### src/rtl/fps_pkg.sv
package fps_pkg;

  typedef enum logic [2:0] {
    ST_IDLE  = 3'd0,
    ST_SETUP = 3'd1,
    ST_DATA  = 3'd2,
    ST_POLL  = 3'd3,
    ST_GAP   = 3'd4,
    ST_CLEAR = 3'd5,
    ST_ARRAY = 3'd6,
    ST_DONE  = 3'd7
  } seq_state_e;

  localparam logic [7:0] CMD_PROG_SETUP = 8'h40;
  localparam logic [7:0] CMD_CLR_STATUS = 8'h50;
  localparam logic [7:0] CMD_READ_ARRAY = 8'hFF;

  localparam logic [2:0] RC_OK       = 3'd0;
  localparam logic [2:0] RC_SUPPLY   = 3'd1;
  localparam logic [2:0] RC_WRITE    = 3'd2;
  localparam logic [2:0] RC_WR_SUPP  = 3'd3;
  localparam logic [2:0] RC_SEQUENCE = 3'd4;
  localparam logic [2:0] RC_TIMEOUT  = 3'd7;

  localparam int STB_READY = 7;
  localparam int STB_SEQ   = 5;
  localparam int STB_WRITE = 4;
  localparam int STB_SUPP  = 3;

endpackage

### src/rtl/fps_status_decode.sv
module fps_status_decode
  import fps_pkg::*;
(
  input  logic [7:0] status,
  output logic       st_ready,
  output logic [2:0] st_code
);

  logic unused_status_bits;
  assign unused_status_bits = ^{status[6], status[2:0]};

  assign st_ready = status[STB_READY];

  // Sequence flag dominates; the supply flag is examined before the write flag.
  always_comb begin
    if (status[STB_SEQ]) begin
      st_code = RC_SEQUENCE;
    end else if (status[STB_SUPP]) begin
      st_code = status[STB_WRITE] ? RC_WR_SUPP : RC_SUPPLY;
    end else if (status[STB_WRITE]) begin
      st_code = RC_WRITE;
    end else begin
      st_code = RC_OK;
    end
  end

endmodule

### src/rtl/fps_poll_timer.sv
module fps_poll_timer #(
  parameter int MAX_POLLS = 1024,
  parameter int POLL_GAP  = 4
) (
  input  logic clk,
  input  logic rst_n,
  input  logic tmr_clr,
  input  logic poll_inc,
  input  logic gap_load,
  input  logic gap_run,
  output logic last_poll,
  output logic gap_zero
);

  localparam int PCNT_W = $clog2(MAX_POLLS) + 1;
  localparam int GCNT_W = $clog2(POLL_GAP) + 1;
  localparam logic [PCNT_W-1:0] PCNT_LAST = PCNT_W'(MAX_POLLS - 1);
  localparam logic [GCNT_W-1:0] GCNT_INIT = GCNT_W'(POLL_GAP - 1);

  logic [PCNT_W-1:0] poll_cnt_q, poll_cnt_d;
  logic              poll_en;
  logic [GCNT_W-1:0] gap_cnt_q, gap_cnt_d;
  logic              gap_en;

  assign last_poll = (poll_cnt_q == PCNT_LAST);
  assign gap_zero  = (gap_cnt_q == '0);

  always_comb begin
    poll_en    = tmr_clr | poll_inc;
    poll_cnt_d = tmr_clr ? '0 : poll_cnt_q + 1'b1;
  end

  always_comb begin
    gap_en    = gap_load | (gap_run & ~gap_zero);
    gap_cnt_d = gap_load ? GCNT_INIT : gap_cnt_q - 1'b1;
  end

  always_ff @(posedge clk or negedge rst_n) begin
    if (!rst_n) begin
      poll_cnt_q <= '0;
    end else if (poll_en) begin
      poll_cnt_q <= poll_cnt_d;
    end
  end

  always_ff @(posedge clk or negedge rst_n) begin
    if (!rst_n) begin
      gap_cnt_q <= '0;
    end else if (gap_en) begin
      gap_cnt_q <= gap_cnt_d;
    end
  end

  // poll count never passes the last permitted poll
  p_poll_bound_r6: assert property (@(posedge clk) disable iff (!rst_n)
    int'(poll_cnt_q) < MAX_POLLS);

  // idle spacing counter stays within the configured gap
  p_gap_bound_r3: assert property (@(posedge clk) disable iff (!rst_n)
    int'(gap_cnt_q) < POLL_GAP);

  // a load starts a fresh countdown from the top
  p_gap_reload_r3: assert property (@(posedge clk) disable iff (!rst_n)
    gap_load |=> (gap_cnt_q == GCNT_INIT));

endmodule

### src/rtl/fps_fsm.sv
module fps_fsm
  import fps_pkg::*;
#(
  parameter int ADDR_W = 20,
  parameter int DATA_W = 16
) (
  input  logic              clk,
  input  logic              rst_n,
  input  logic              start,
  input  logic [ADDR_W-1:0] req_addr,
  input  logic [DATA_W-1:0] req_data,
  input  logic              bus_ack,
  input  logic              st_ready,
  input  logic [2:0]        st_code,
  input  logic              last_poll,
  input  logic              gap_zero,
  output logic              busy,
  output logic              done,
  output logic [2:0]        err_code,
  output logic              bus_req,
  output logic              bus_we,
  output logic [ADDR_W-1:0] bus_addr,
  output logic [DATA_W-1:0] bus_wdata,
  output logic              tmr_clr,
  output logic              poll_inc,
  output logic              gap_load,
  output logic              gap_run
);

  localparam int PAD_W = DATA_W - 8;

  seq_state_e        state_q, state_d;
  logic [ADDR_W-1:0] addr_q;
  logic [DATA_W-1:0] data_q;
  logic              req_en;
  logic [2:0]        code_q, code_d;
  logic              code_en;

  always_comb begin
    state_d  = state_q;
    req_en   = 1'b0;
    code_en  = 1'b0;
    code_d   = code_q;
    tmr_clr  = 1'b0;
    poll_inc = 1'b0;
    gap_load = 1'b0;
    case (state_q)
      ST_IDLE: begin
        if (start) begin
          req_en  = 1'b1;
          tmr_clr = 1'b1;
          state_d = ST_SETUP;
        end
      end
      ST_SETUP: if (bus_ack) state_d = ST_DATA;
      ST_DATA:  if (bus_ack) state_d = ST_POLL;
      ST_POLL: begin
        if (bus_ack) begin
          if (st_ready) begin
            code_en = 1'b1;
            code_d  = st_code;
            state_d = (st_code != RC_OK) ? ST_CLEAR : ST_ARRAY;
          end else if (last_poll) begin
            code_en = 1'b1;
            code_d  = RC_TIMEOUT;
            state_d = ST_CLEAR;
          end else begin
            poll_inc = 1'b1;
            gap_load = 1'b1;
            state_d  = ST_GAP;
          end
        end
      end
      ST_GAP:   if (gap_zero) state_d = ST_POLL;
      ST_CLEAR: if (bus_ack) state_d = ST_ARRAY;
      ST_ARRAY: if (bus_ack) state_d = ST_DONE;
      ST_DONE:  state_d = ST_IDLE;
      default:  state_d = ST_IDLE;
    endcase
  end

  always_ff @(posedge clk or negedge rst_n) begin
    if (!rst_n) begin
      state_q <= ST_IDLE;
    end else begin
      state_q <= state_d;
    end
  end

  always_ff @(posedge clk or negedge rst_n) begin
    if (!rst_n) begin
      addr_q <= '0;
      data_q <= '0;
    end else if (req_en) begin
      addr_q <= req_addr;
      data_q <= req_data;
    end
  end

  always_ff @(posedge clk or negedge rst_n) begin
    if (!rst_n) begin
      code_q <= RC_OK;
    end else if (code_en) begin
      code_q <= code_d;
    end
  end

  always_comb begin
    bus_req   = 1'b0;
    bus_we    = 1'b1;
    bus_wdata = '0;
    case (state_q)
      ST_SETUP: begin bus_req = 1'b1; bus_wdata = {{PAD_W{1'b0}}, CMD_PROG_SETUP}; end
      ST_DATA:  begin bus_req = 1'b1; bus_wdata = data_q; end
      ST_POLL:  begin bus_req = 1'b1; bus_we = 1'b0; end
      ST_CLEAR: begin bus_req = 1'b1; bus_wdata = {{PAD_W{1'b0}}, CMD_CLR_STATUS}; end
      ST_ARRAY: begin bus_req = 1'b1; bus_wdata = {{PAD_W{1'b0}}, CMD_READ_ARRAY}; end
      default:  ;
    endcase
  end

  assign bus_addr = addr_q;
  assign gap_run  = (state_q == ST_GAP);
  assign busy     = (state_q != ST_IDLE) && (state_q != ST_DONE);
  assign done     = (state_q == ST_DONE);
  assign err_code = code_q;

  // an unacknowledged request keeps its whole cycle description
  p_req_hold_r9: assert property (@(posedge clk) disable iff (!rst_n)
    (bus_req && !bus_ack) |=> (bus_req && $stable(bus_we) && $stable(bus_addr) && $stable(bus_wdata)));

  // completion is a single-cycle pulse
  p_done_pulse_r7: assert property (@(posedge clk) disable iff (!rst_n)
    done |=> !done);

  // a start during a running sequence leaves the captured target alone
  p_start_ignored_r8: assert property (@(posedge clk) disable iff (!rst_n)
    (busy && start) |=> ($stable(addr_q) && $stable(data_q)));

  // an exhausted poll budget ends with the timeout code
  p_timeout_code_r6: assert property (@(posedge clk) disable iff (!rst_n)
    (state_q == ST_POLL && bus_ack && !st_ready && last_poll) |=> (err_code == RC_TIMEOUT));

  // any failing result routes through the clear command before read-array
  p_clear_first_r5: assert property (@(posedge clk) disable iff (!rst_n)
    (state_q == ST_POLL && bus_ack && st_ready && st_code != RC_OK) |=> (bus_req && bus_wdata[7:0] == CMD_CLR_STATUS));

endmodule

### src/rtl/flash_prog_seq.sv
module flash_prog_seq #(
  parameter int ADDR_W    = 20,
  parameter int DATA_W    = 16,
  parameter int MAX_POLLS = 1024,
  parameter int POLL_GAP  = 4
) (
  input  logic              clk,
  input  logic              rst_n,
  input  logic              start,
  input  logic [ADDR_W-1:0] req_addr,
  input  logic [DATA_W-1:0] req_data,
  output logic              busy,
  output logic              done,
  output logic [2:0]        err_code,
  output logic              bus_req,
  output logic              bus_we,
  output logic [ADDR_W-1:0] bus_addr,
  output logic [DATA_W-1:0] bus_wdata,
  input  logic              bus_ack,
  input  logic [DATA_W-1:0] bus_rdata
);

  logic       st_ready;
  logic [2:0] st_code;
  logic       last_poll, gap_zero;
  logic       tmr_clr, poll_inc, gap_load, gap_run;

  generate
    if (DATA_W > 8) begin : g_wide
      logic unused_rdata_hi;
      assign unused_rdata_hi = ^bus_rdata[DATA_W-1:8];
    end
  endgenerate

  fps_status_decode u_decode (
    .status   (bus_rdata[7:0]),
    .st_ready (st_ready),
    .st_code  (st_code)
  );

  fps_poll_timer #(
    .MAX_POLLS (MAX_POLLS),
    .POLL_GAP  (POLL_GAP)
  ) u_timer (
    .clk       (clk),
    .rst_n     (rst_n),
    .tmr_clr   (tmr_clr),
    .poll_inc  (poll_inc),
    .gap_load  (gap_load),
    .gap_run   (gap_run),
    .last_poll (last_poll),
    .gap_zero  (gap_zero)
  );

  fps_fsm #(
    .ADDR_W (ADDR_W),
    .DATA_W (DATA_W)
  ) u_fsm (
    .clk       (clk),
    .rst_n     (rst_n),
    .start     (start),
    .req_addr  (req_addr),
    .req_data  (req_data),
    .bus_ack   (bus_ack),
    .st_ready  (st_ready),
    .st_code   (st_code),
    .last_poll (last_poll),
    .gap_zero  (gap_zero),
    .busy      (busy),
    .done      (done),
    .err_code  (err_code),
    .bus_req   (bus_req),
    .bus_we    (bus_we),
    .bus_addr  (bus_addr),
    .bus_wdata (bus_wdata),
    .tmr_clr   (tmr_clr),
    .poll_inc  (poll_inc),
    .gap_load  (gap_load),
    .gap_run   (gap_run)
  );

  // nothing is requested or reported while idle
  p_idle_quiet_r1: assert property (@(posedge clk) disable iff (!rst_n)
    (!busy) |-> !bus_req);

  // busy only rises in response to a start pulse
  p_busy_from_start_r7: assert property (@(posedge clk) disable iff (!rst_n)
    $rose(busy) |-> $past(start));

endmodule

### config.mk
export PLATFORM = sky130hd
export DESIGN_NAME = flash_prog_seq
export DESIGN_NICKNAME = d
export VERILOG_FILES = /design/src/rtl/fps_pkg.sv /design/src/rtl/fps_status_decode.sv /design/src/rtl/fps_poll_timer.sv /design/src/rtl/fps_fsm.sv /design/src/rtl/flash_prog_seq.sv
export SDC_FILE = /design/constraint.sdc
export NUM_CORES = 1
export LEC_CHECK = 0
export BUFFER_PORTS_ARGS = -buffer_cell sky130_fd_sc_hd__buf_4
export CAP_MARGIN = 20
export CORE_MARGIN = 2
export CORE_UTILIZATION = 45
export DETAILED_ROUTE_END_ITERATION = 16
export HOLD_SLACK_MARGIN = 0.03
export PLACE_DENSITY = 0.75
export SLEW_MARGIN = 25
export SYNTH_ARGS = -nofsm -noshare
export SYNTH_HDL_FRONTEND = slang
export SYNTH_SLANG_ARGS = --single-unit
### constraint.sdc
create_clock -name clk -period 2.45 [get_ports clk]
set_input_delay 0.49 -clock clk [delete_from_list [all_inputs] [get_ports clk]]
set_output_delay 0.49 -clock clk [all_outputs]
set_load 0.05 [all_outputs]
## Word-level counts from Yosys, hierarchy flattened

Cells that the tools add are included.

- Flip-flop bits (word level): 56
- Logic and storage cells: 69
- Output and inout port bits: 43
- Input port bits: 56

- Reductions and logical operators: 9
- Multiplexer cells: 32
- Bitwise operators: 4
- $add $sub $neg: 2
- Equality and inequality tests: 16

Operator list:

| kind | number |
|---|---|
| 16-bit case mux with 4 select lines | 1 |
| 3-bit 2-to-1 mux | 13 |
| 3-bit case mux with 8 select lines | 1 |
| 2-bit != test (second input constant) | 7 |
| 1-bit 2-to-1 mux | 13 |
| 3-bit equality test (second input constant) | 4 |
| 11-bit by 1-bit adder with 11-bit output (second input constant) | 1 |
| 11-bit by 10-bit equality test with 1-bit output (second input constant) | 1 |
| 11-bit 2-to-1 mux | 1 |
| 7-bit AND reduction | 1 |
| 3-bit by 2-bit equality test with 1-bit output (second input constant) | 2 |
| 3-bit zero test | 2 |
| 2-bit 2-to-1 mux | 3 |
| 3-bit nonzero test | 2 |
| 5-bit OR reduction | 1 |
| 4-bit AND reduction | 1 |
| 3-bit by 1-bit equality test with 1-bit output (second input constant) | 1 |
| 3-bit != test (second input constant) | 1 |
| 3-bit by 1-bit subtractor with 3-bit output (second input constant) | 1 |
| 1-bit bitwise OR | 2 |
| 2-bit nonzero test | 1 |
| 1-bit bitwise AND | 1 |
| 1-bit logical AND | 1 |
| 1-bit NOT | 1 |

## Depth between registers and ports, before layout

Gate-level depths: netlist of the first run.

- Depth in word-level cells: 8
- Depth in mapped cells: 6
- Depth with buffers taken out: 6

## By module

Synthesis of the first run repeated with hierarchy kept, for this count alone.

- Cell total of the unflattened synthesis: 224
- Area, all modules: 2771.4 um2

Modules (own cells, without submodules):

| module | instances | cells each | sequential area each (um2) | area an instance (um2) |
|---|---|---|---|---|
| fps_fsm | 1 | 149 | 1051.0 | 2029.4 |
| fps_poll_timer | 1 | 71 | 350.3 | 714.4 |
| fps_status_decode | 1 | 4 | 0.0 | 27.5 |

## Worst setup path before layout of the first run

No wires, ideal clock.

- Kind: register -> output
- From: register u_fsm.state_q[2]
- To: output bus_wdata[6]
- Data arrival time: 1950 ps
- Setup slack: 10 ps
- Buffers on the path: 2
- Required time: 1960 ps
- Cell stages (with the launch flop): 5
- Cell sequence: dfrtp_1 buf_2 buf_1 nor2_1 o21ai_0

- Word-level cells in the longest chain between the ends: 2

RTL lines:

| element | line | text |
|---|---|---|
| start, declared | fps_fsm.sv:32 | `seq_state_e state_q, state_d;` |
| start signal, assigned | fps_fsm.sv:86 | `state_q <= state_d;` |
| 3-bit equality test, or another cell as far along | fps_fsm.sv:112 | `case (state_q)` |
| 16-bit case mux with 4 select lines * | fps_fsm.sv:112 |  |
| end, declared | flash_prog_seq.sv:18 | `output logic [DATA_W-1:0] bus_wdata,` |

Every way passes the cells marked *; elsewhere a longest branch is shown, timed or not.

## Worst setup path after layout of the first run

- From: register u_fsm.state_q[0]
- To: output bus_wdata[15]

The elaborated chain is that of the path after synthesis.

==> impl_metrics.py, run 1 <==
metrics = {
    "logic_synthesis": {
        "synthAdderAreaFrac_pct": 1.40,
        "syn_nets": 372,
        "synth_simple_gate_area_share_pct": 32.7,
        "synthXorXnorAreaFrac_pct": 0.651,
        "ys_seq_area_share_pct": 52.1,
        "synthMuxAreaShare_pct": 1.12,
        "synth_area_um2": 2690,
        "yosys_warnings": 0,
        "synth_compound_area_share_pct": 8.33,
        "synthDistinctLibCells": 41,
        "syn_inst": 313,
        "synth_top_family_by_area": "simple AND/OR/NAND/NOR gates",
        "ys_ff_latch": 56,
        "avgSynthCellArea_um2": 8.59,
    },
    "global_route": {
        "grt_max_degree": 57,
        "antenna_found_initial": 0,
        "grt-ovfl-total": 0,
        "grt_pass1_wl_um": 10300,
        "grtUsageTotal_pct": 19.6,
        "grt_pass1_vias": 2299,
    },
    "power_and_ir_drop": {
        "pwr-share-seq_pct": 32.9,
        "clkPwrFrac_pct": 11.3,
        "total_power_w": 0.00454,
        "powerDensity_nw_per_um2": 1290,
        "combPwrFrac_pct": 55.8,
        "p_leak_nw": 1.88,
        "peakVddDrop_mv": 0.647,
        "p_switching_w": 0.00226,
        "intPower_w": 0.00228,
        "switching_share_pct": 49.8,
    },
    "placed_design": {
        "routabilityCongestion": 0.821,
        "port_buffers": 86,
        "place_area_um2": 3430,
        "hpwl_um": 4450,
    },
    "layout": {
        "final_util_pct": 60.2,
        "stdcell_area_um2": 3520,
        "fin_nets": 457,
        "layout_commonest_cell": "nand2_1",
        "final_cell_mix": "nand2_1 (123), buf_4 (96), dfrtp_1 (56)",
        "n_antenna_cell": 0,
        "layout-drive-gt1-share_pct": 27.8,
        "area_delta_synth_final_pct": 30.9,
    },
    "floorplan": {
        "die_h_um": 81.3,
        "die_area_um2": 6610,
        "core_um2": 5850,
        "rows": 28,
        "ios": 99,
        "die_w_um": 81.3,
        "initial_core_util_pct": 46.0,
    },
    "cts": {
        "clock_latency_ns": 0.31,
        "cts_setup_buffers": 0,
        "cts_buffers": 5,
        "cts_htree_levels": 2,
        "clockRootBuffer": "clkbuf_8",
        "clk_pin_slew_ns": 0.10,
        "cts_tree": "built",
        "clock-sinks": 56,
        "postCtsHoldBufs": 0,
        "cts_buffer_depth": 2,
        "ctsResizeCount": 0,
    },
    "route": {
        "wl_per_cell_um": 13.1,
        "finalWirelength_um": 6220,
        "viasPerCell": 5.05,
        "dr.pass1.iters": 4,
        "via_count": 2392,
        "first_iter_violations": 225,
        "drc_errors": 0,
        "ant_nets": 0,
    },
    "worst_setup_path": {
        "worst_r2r_path_depth": 5,
        "r2r_slack_ns": 0.48,
        "reg2reg_from": "u_timer.poll_cnt_q[0]",
        "cp-startpoint": "u_fsm.state_q[0]",
        "slowest_delay_ns": 0.45,
        "startpoint_type": "flop",
        "cp_max_fo": 8,
        "cp-end-kind": "output pin",
        "path_depth": 5,
        "reg2reg_to": "u_timer.poll_cnt_q[3]",
        "crit_chain": "nand2b_1 > nor2_1 > buf_4 > and2_1 > buf_4",
        "cp_data_required_time_ns": 1.96,
        "critPathKind": "flop to output pin",
        "crit_path_frequent_cell": "buf_4",
        "timing.critical_path.buf_inv": 2,
        "cp-endpoint": "bus_wdata[15]",
        "crit_family": "simple AND/OR/NAND/NOR gates",
        "cp.arrival_ns": 1.70,
        "worst_path_max_delay_cell": "dfrtp_1",
    },
    "sta": {
        "slew-limit-headroom_pct": 53.0,
        "setup_viol": 0,
        "timing.hold.ws_ns": 0.210,
        "finalCritPeriodShare_pct": 89.4,
        "rsz0062_at_grt": "false",
        "slew_viol_final": 0,
        "max_freq_mhz": 456,
        "finalSetupTns_ns": 0,
        "worst_slew_pin_slew_ns": 0.705,
        "hold_violations": 0,
        "fin_skew_ns": 0.0114,
        "layout_min_cycle_time_ns": 2.19,
    },
    "run": {
        "drv_cap": 0,
    },
    "worst_hold_path": {
        "hold_path_class": "primary input to async pin",
    },
    "run_status": {
        "status": "finished clean",
    },
}
-- logic make-up after synthesis --
family	after synthesis
and+or+nand+nor	194
DFF	56
AOI/OAI and AO/OA	31
buffers and inverters	24
muxes	3
adders and majority gates	3
xor gates and xnor gates	2
-- state kept, by name, indices dropped and copies added (netlist names) --
name	flops
u_fsm.state_q	3
u_fsm.data_q	16
u_timer.gap_cnt_q	3
u_fsm.err_code	3
u_fsm.bus_addr	20
u_timer.poll_cnt_q	11
-- area by class of cell --
class / instances / area (um^2)
clock inverter: 3 / 23.8
clock buffer: 5 / 68.8
timing repair buffer: 96 / 721
fill: 537 / 2330
multi-input combinational: 233 / 1190
inverter: 6 / 22.5
tap: 75 / 93.8
sequential: 56 / 1400
-- metal layers --
layer  wire (um)  GRT usage [%]
met5           0              0
met4          33           4.75
met3         301           4.33
met2        3130           32.9
met1        2760           25.8
-- how the worst min path moves through the flow --
| stage | slack [ns] | endpoint | depth (start not counted) | startpoint |
|---|---|---|---|---|
| after CTS | 0.25 | u_fsm.err_code[1] | 1 | rst_n |
| after global routing | 0.27 | u_fsm.err_code[1] | 1 | rst_n |
| after detailed placement | 0.45 | u_fsm.data_q[11] | 2 | u_fsm.data_q[11] |
| final | 0.21 | u_timer.gap_cnt_q[2] | 1 | rst_n |
| after floorplan | 0.19 | u_fsm.bus_addr[0] | 0 | rst_n |
| after global placement | 0.45 | u_fsm.data_q[14] | 2 | u_fsm.data_q[14] |
-- stage by stage --
| stage | setup WS, ns | std cells |
|---|---|---|
| global placement | 0.524 | 466 |
| finish | 0.259 | 474 |
| global route | 0.123 | 474 |
| floorplan | 0.00997 | 313 |
| detailed placement | 0.506 | 466 |
| CTS | 0.256 | 474 |
-- synth_stat cells --
master | instances | area share [%]
a21oi_1 | 7 | 1.3
nand4b_4 | 1 | 0.88
nand2_1 | 123 | 17
o211ai_1 | 1 | 0.28
and3_1 | 4 | 0.93
o22a_1 | 3 | 0.98
nor3_1 | 1 | 0.19
xor2_1 | 1 | 0.33
a31o_2 | 2 | 0.65
dfrtp_1 | 56 | 52
or4b_1 | 2 | 0.74
o21ai_0 | 6 | 1.1
clkbuf_1 | 10 | 1.4
a41o_1 | 1 | 0.37
a222oi_1 | 1 | 0.37
mux2i_1 | 3 | 1.1
nand3_1 | 8 | 1.5
o21a_1 | 1 | 0.28
a41oi_2 | 1 | 0.60
or4_1 | 1 | 0.28
a31oi_1 | 2 | 0.47
xnor2_1 | 1 | 0.33
inv_1 | 6 | 0.84
nand3b_1 | 2 | 0.56
o211a_1 | 1 | 0.37
buf_2 | 7 | 1.3
nor2_1 | 24 | 3.3
buf_1 | 1 | 0.14
and2_1 | 8 | 1.9
or3_1 | 1 | 0.23
nor4_1 | 1 | 0.23
or2_2 | 1 | 0.23
nand4_1 | 4 | 0.93
ha_1 | 3 | 1.4
a22o_1 | 2 | 0.65
nor2b_1 | 2 | 0.47
and4_1 | 4 | 1.3
nand2b_1 | 5 | 1.2
o22ai_1 | 1 | 0.23
or4b_2 | 2 | 0.74
o41ai_1 | 2 | 0.65
-- worst register-to-register path, cell delays in order, from the launching register on --
cell	delay, ns
dfrtp_1	0.44
ha_1	0.26
and4_1	0.28
and4_1	0.28
or4b_1	0.49
a21oi_1	0.16
-- power by group through the flow --
stage | combinational, W | clock [W] | sequential, W
2_1_floorplan | 0.00120 | 0 | 0.00207
3_3_place_gp | 0.00251 | 0 | 0.00150
3_5_place_dp | 0.00256 | 0 | 0.00151
4_1_cts | 0.00256 | 0.000526 | 0.00150
5_1_grt | 0.00273 | 0.000559 | 0.00154
6_report | 0.00253 | 0.000513 | 0.00149
Power figures use the tool's default switching activity.
==> run 2, diff against run 1 <==
--- a/config.mk
+++ b/config.mk
@@ -8,10 +8,10 @@
 export BUFFER_PORTS_ARGS = -buffer_cell sky130_fd_sc_hd__buf_4
 export CAP_MARGIN = 20
 export CORE_MARGIN = 2
-export CORE_UTILIZATION = 45
+export CORE_UTILIZATION = 49
 export DETAILED_ROUTE_END_ITERATION = 16
 export HOLD_SLACK_MARGIN = 0.03
-export PLACE_DENSITY = 0.75
+export PLACE_DENSITY = 0.8
 export SLEW_MARGIN = 25
 export SYNTH_ARGS = -nofsm -noshare
 export SYNTH_HDL_FRONTEND = slang
==> impl_metrics.py, run 2 (synthesis results as in run 1) <==
metrics = {
    "sta": {
        "finalSetupTns_ns": 0,
        "fin_skew_ns": 0.0103,
        "layout_min_cycle_time_ns": 2.26,
        "hold_violations": 0,
        "worst_slew_pin_slew_ns": 0.693,
        "slew_viol_final": 0,
        "finalCritPeriodShare_pct": 92.3,
        "rsz0062_at_grt": "false",
        "max_freq_mhz": 442,
        "setup_viol": 0,
        "slew-limit-headroom_pct": 53.8,
    },
    "worst_setup_path": {
        "critPathKind": "flop to output pin",
        "cp.arrival_ns": 1.77,
        "cp-end-kind": "output pin",
        "cp-startpoint": "u_fsm.state_q[0]",
        "startpoint_type": "flop",
        "r2r_slack_ns": 0.48,
        "reg2reg_from": "u_timer.poll_cnt_q[0]",
        "cp_data_required_time_ns": 1.96,
        "cp_max_fo": 9,
    },
    "floorplan": {
        "core_um2": 5200,
        "die_w_um": 78.1,
        "die_area_um2": 6100,
        "rows": 26,
        "initial_core_util_pct": 51.7,
        "die_h_um": 78.1,
        "ios": 99,
    },
    "global_route": {
        "grt_pass1_wl_um": 10400,
        "grtUsageTotal_pct": 20.7,
        "grt_max_degree": 57,
        "grt-ovfl-total": 0,
        "grt_pass1_vias": 2390,
        "antenna_found_initial": 0,
    },
    "run_status": {
        "status": "finished clean",
    },
    "route": {
        "via_count": 2418,
        "drc_errors": 0,
        "ant_nets": 0,
        "finalWirelength_um": 6000,
        "dr.pass1.iters": 4,
        "first_iter_violations": 82,
        "wl_per_cell_um": 12.8,
        "viasPerCell": 5.14,
    },
    "worst_hold_path": {
        "hold_path_class": "primary input to async pin",
    },
    "cts": {
        "clock_latency_ns": 0.31,
        "cts_htree_levels": 2,
        "clk_pin_slew_ns": 0.10,
        "clockRootBuffer": "clkbuf_8",
        "cts_buffer_depth": 2,
        "postCtsHoldBufs": 0,
        "cts_setup_buffers": 0,
        "cts_tree": "built",
        "clock-sinks": 56,
        "ctsResizeCount": 0,
        "cts_buffers": 5,
    },
    "layout": {
        "area_delta_synth_final_pct": 30.9,
        "final_cell_mix": "nand2_1 (123), buf_4 (97), dfrtp_1 (56)",
        "fin_nets": 458,
        "largest_reg_flops": 20,
        "layout-drive-gt1-share_pct": 28.0,
        "n_antenna_cell": 0,
        "layoutNonFillerInstCount": 470,
        "layout_commonest_cell": "nand2_1",
    },
    "placed_design": {
        "routabilityCongestion": 0.830,
        "hpwl_um": 4410,
        "port_buffers": 86,
        "dp.cells": 462,
    },
    "power_and_ir_drop": {
        "peakVddDrop_mv": 0.771,
        "p_leak_nw": 1.89,
        "powerDensity_nw_per_um2": 1290,
    },
    "run": {
        "drv_cap": 0,
    },
}
[run 2: cell types whose count changed in the layout (fill, tap and decap cells not counted), sizes merged]
cell / previous run / this run
inv: 6 / 7
clkinv: 1 / 2
buf: 96 / 97
clkinvlp: 2 / 0
[run 2: metal layers]
metal  track usage [%]  wire, um  vias to the layer above
met5                 0         0                        -
met4              5.79        83                        0
met3              3.22       279                        8
met2              36.8      2930                       66
met1              26.3      2710                     1142
li1                  -         -                     1202
[run 2: layout make-up]
| cell class | count | area, um^2 |
|---|---|---|
| flip-flops and latches | 56 | 1400 |
| inverters | 6 | 22.5 |
| multi-input cells | 233 | 1190 |
| fillers | 450 | 1680 |
| repair buffers | 97 | 728 |
| well taps | 70 | 87.6 |
| clock buffers | 5 | 68.8 |
| clock inverters | 3 | 22.5 |
[run 2: power by group]
group	switching, W	internal, W
sequential	0.000234	0.00127
combinational	0.00172	0.000807
clock	0.000300	0.000206
total	0.00225	0.00229
[run 2: stage by stage]
step | util [%] | total power [W] | setup slack, ns | instance area, um^2 | hold WS, ns
after floorplan | - | 0.00327 | 0.00997 | 2690 | 0.194
after detailed placement | 65.9 | 0.00406 | 0.486 | 3430 | 0.454
after global routing | 67.6 | 0.00484 | 0.0534 | 3520 | 0.262
final | 67.6 | 0.00454 | 0.188 | 3520 | 0.208
after CTS | 67.6 | 0.00457 | 0.146 | 3520 | 0.246
after global placement | 65.9 | 0.00401 | 0.490 | 3430 | 0.451
[run 2: critical path, cell delays in order, from the launching register on]
cell and delay, ns:
dfrtp_1 0.50, nand2b_1 0.22, nor2_1 0.34, and2_1 0.21, buf_4 0.20
[run 2: path summary, 6_finish.rpt]
path / to / depth (start not counted)
setup / recovery: bus_wdata[14] / 4
hold / removal: u_fsm.data_q[6] / 1
setup reg to reg: u_timer.poll_cnt_q[8] / 5
hold reg to reg: u_fsm.data_q[9] / 2
max in group asynchronous: u_fsm.data_q[8] / 1
min in group clk: u_fsm.bus_addr[6] / 3
==> run 3, diff against run 2 <==
--- a/config.mk
+++ b/config.mk
@@ -7,11 +7,13 @@
 export LEC_CHECK = 0
 export BUFFER_PORTS_ARGS = -buffer_cell sky130_fd_sc_hd__buf_4
 export CAP_MARGIN = 20
+export CELL_PAD_IN_SITES_DETAIL_PLACEMENT = 1
+export CELL_PAD_IN_SITES_GLOBAL_PLACEMENT = 2
 export CORE_MARGIN = 2
-export CORE_UTILIZATION = 49
+export CORE_UTILIZATION = 28
 export DETAILED_ROUTE_END_ITERATION = 16
 export HOLD_SLACK_MARGIN = 0.03
-export PLACE_DENSITY = 0.8
+export PLACE_DENSITY = 0.81
 export SLEW_MARGIN = 25
 export SYNTH_ARGS = -nofsm -noshare
 export SYNTH_HDL_FRONTEND = slang
==> impl_metrics.py, run 3 (synthesis results as in run 1) <==
metrics = {
    "placed_design": {
        "place_ws_ns": 0.445,
        "port_buffers": 86,
        "hpwl_um": 5300,
        "routabilityCongestion": 0.738,
        "dp.cells": 522,
    },
    "floorplan": {
        "initial_core_util_pct": 29.0,
        "die_w_um": 102,
        "die_area_um2": 10400,
        "core_um2": 9280,
        "rows": 35,
        "ios": 99,
        "die_h_um": 102,
    },
    "power_and_ir_drop": {
        "intPower_w": 0.00230,
        "p_switching_w": 0.00231,
        "clkPwrFrac_pct": 11.3,
        "p_leak_nw": 1.90,
        "switching_share_pct": 50.1,
        "peakVddDrop_mv": 0.460,
        "powerDensity_nw_per_um2": 1280,
        "pwr-share-seq_pct": 32.8,
        "combPwrFrac_pct": 55.9,
    },
    "global_route": {
        "antenna_found_initial": 0,
        "grtUsageMet3_pct": 3.49,
        "grt_pass1_wl_um": 12200,
        "grt-ovfl-total": 0,
        "use_met2_pct": 25.1,
        "grtUsageTotal_pct": 14.7,
        "grt-busiest-layer": "met2",
        "met1_usage_pct": 18.8,
        "grt_max_degree": 57,
        "grt_pass1_vias": 2526,
    },
    "worst_setup_path": {
        "cp.arrival_ns": 1.82,
        "cp_data_required_time_ns": 1.96,
        "worst_r2r_path_depth": 5,
        "cp_max_fo": 13,
        "r2r_slack_ns": 0.46,
        "cp-end-kind": "output pin",
        "startpoint_type": "flop",
        "critPathKind": "flop to output pin",
    },
    "route": {
        "first_iter_violations": 86,
        "viasPerCell": 4.58,
        "wl_per_cell_um": 13.9,
        "finalWirelength_um": 7360,
        "dr.pass1.iters": 4,
        "via_count": 2425,
        "ant_nets": 0,
        "drc_errors": 0,
    },
    "sta": {
        "fin_ws_ns": 0.141,
        "finalCritPeriodShare_pct": 94.3,
        "fin_skew_ns": 0.0105,
        "slew-limit-headroom_pct": 50.7,
        "setup_viol": 0,
        "layout_min_cycle_time_ns": 2.31,
        "worst_slew_pin_slew_ns": 0.739,
        "hold_violations": 0,
        "max_freq_mhz": 433,
        "slew_viol_final": 0,
        "rsz0062_at_grt": "false",
        "finalSetupTns_ns": 0,
    },
    "cts": {
        "cts_buffer_depth": 2,
        "ctsResizeCount": 0,
        "postCtsHoldBufs": 0,
        "cts_setup_buffers": 0,
        "clock_latency_ns": 0.31,
        "cts_tree": "built",
        "cts_buffers": 5,
        "cts_htree_levels": 2,
        "clk_pin_slew_ns": 0.10,
        "clock-sinks": 56,
        "clockRootBuffer": "clkbuf_8",
    },
    "layout": {
        "layout_commonest_cell": "nand2_1",
        "n_antenna_cell": 0,
        "layout-drive-gt1-share_pct": 28.2,
        "final_cell_mix": "nand2_1 (123), buf_4 (98), dfrtp_1 (56)",
        "fillCellCount": 1158,
        "largest_reg_flops": 20,
        "area_delta_synth_final_pct": 33.8,
        "layoutNonFillerInstCount": 530,
        "final_util_pct": 38.8,
        "fin_nets": 459,
    },
    "run_status": {
        "status": "finished clean",
    },
    "worst_hold_path": {
        "hold_path_class": "primary input to async pin",
    },
    "run": {
        "drv_cap": 0,
    },
}
-- run 3: cell types whose count changed in the layout (fill, tap and decap cells not counted) --
cell	delta
buf_4	+1
inv_6	-1
clkinv_2	+1
-- run 3: power groups by stage --
| stage | clock (W) | sequential (W) | combinational (W) |
|---|---|---|---|
| final | 0.000521 | 0.00151 | 0.00257 |
| after floorplan | 0 | 0.00207 | 0.00120 |
| after global routing | 0.000589 | 0.00156 | 0.00278 |
| after global placement | 0 | 0.00151 | 0.00256 |
| after CTS | 0.000556 | 0.00151 | 0.00262 |
| after detailed placement | 0 | 0.00153 | 0.00261 |
-- run 3: path summary, 6_finish.rpt --
check,startpoint,end
worst min-delay path,rst_n,u_fsm.err_code[0]
worst max register to register,u_timer.poll_cnt_q[0],u_timer.poll_cnt_q[8]
worst min register to register,u_fsm.data_q[13],u_fsm.data_q[13]
max in group asynchronous,rst_n,u_fsm.state_q[0]
min in group clk,req_addr[15],u_fsm.bus_addr[15]
worst max-delay path,u_fsm.state_q[2],bus_wdata[12]
-- run 3: area by class of cell --
| type | count | area (um^2) | area share [%] |
|---|---|---|---|
| timing repair buffer | 98 | 736 | 20.4 |
| clock inverter | 3 | 18.8 | 0.522 |
| clock buffer | 5 | 68.8 | 1.91 |
| sequential | 56 | 1400 | 38.9 |
| tap | 129 | 161 | 4.49 |
| multi-input combinational | 233 | 1190 | 33.1 |
| inverter | 6 | 22.5 | 0.626 |
-- run 3: layer usage --
| layer | vias up | part of all wire, % |
|---|---|---|
| met5 | - | 0 |
| met4 | 0 | 1.3 |
| met3 | 8 | 4.5 |
| met2 | 46 | 50 |
| met1 | 1173 | 44 |
| li1 | 1198 | - |
-- run 3: worst max-delay path, stage by stage (launching register included) --
cell and delay (ns):
dfrtp_1 0.54, buf_4 0.24, nor2_1 0.22, buf_4 0.19
and2_1 0.13, buf_4 0.19
-- run 3: through the flow --
stage / cell area, um^2 / total power, W / hold WS [ns]
global placement: 3510 / 0.00408 / 0.449
detailed placement: 3510 / 0.00414 / 0.454
CTS: 3600 / 0.00469 / 0.266
global route: 3600 / 0.00493 / 0.289
finish: 3600 / 0.00460 / 0.228
floorplan: 2690 / 0.00327 / 0.194
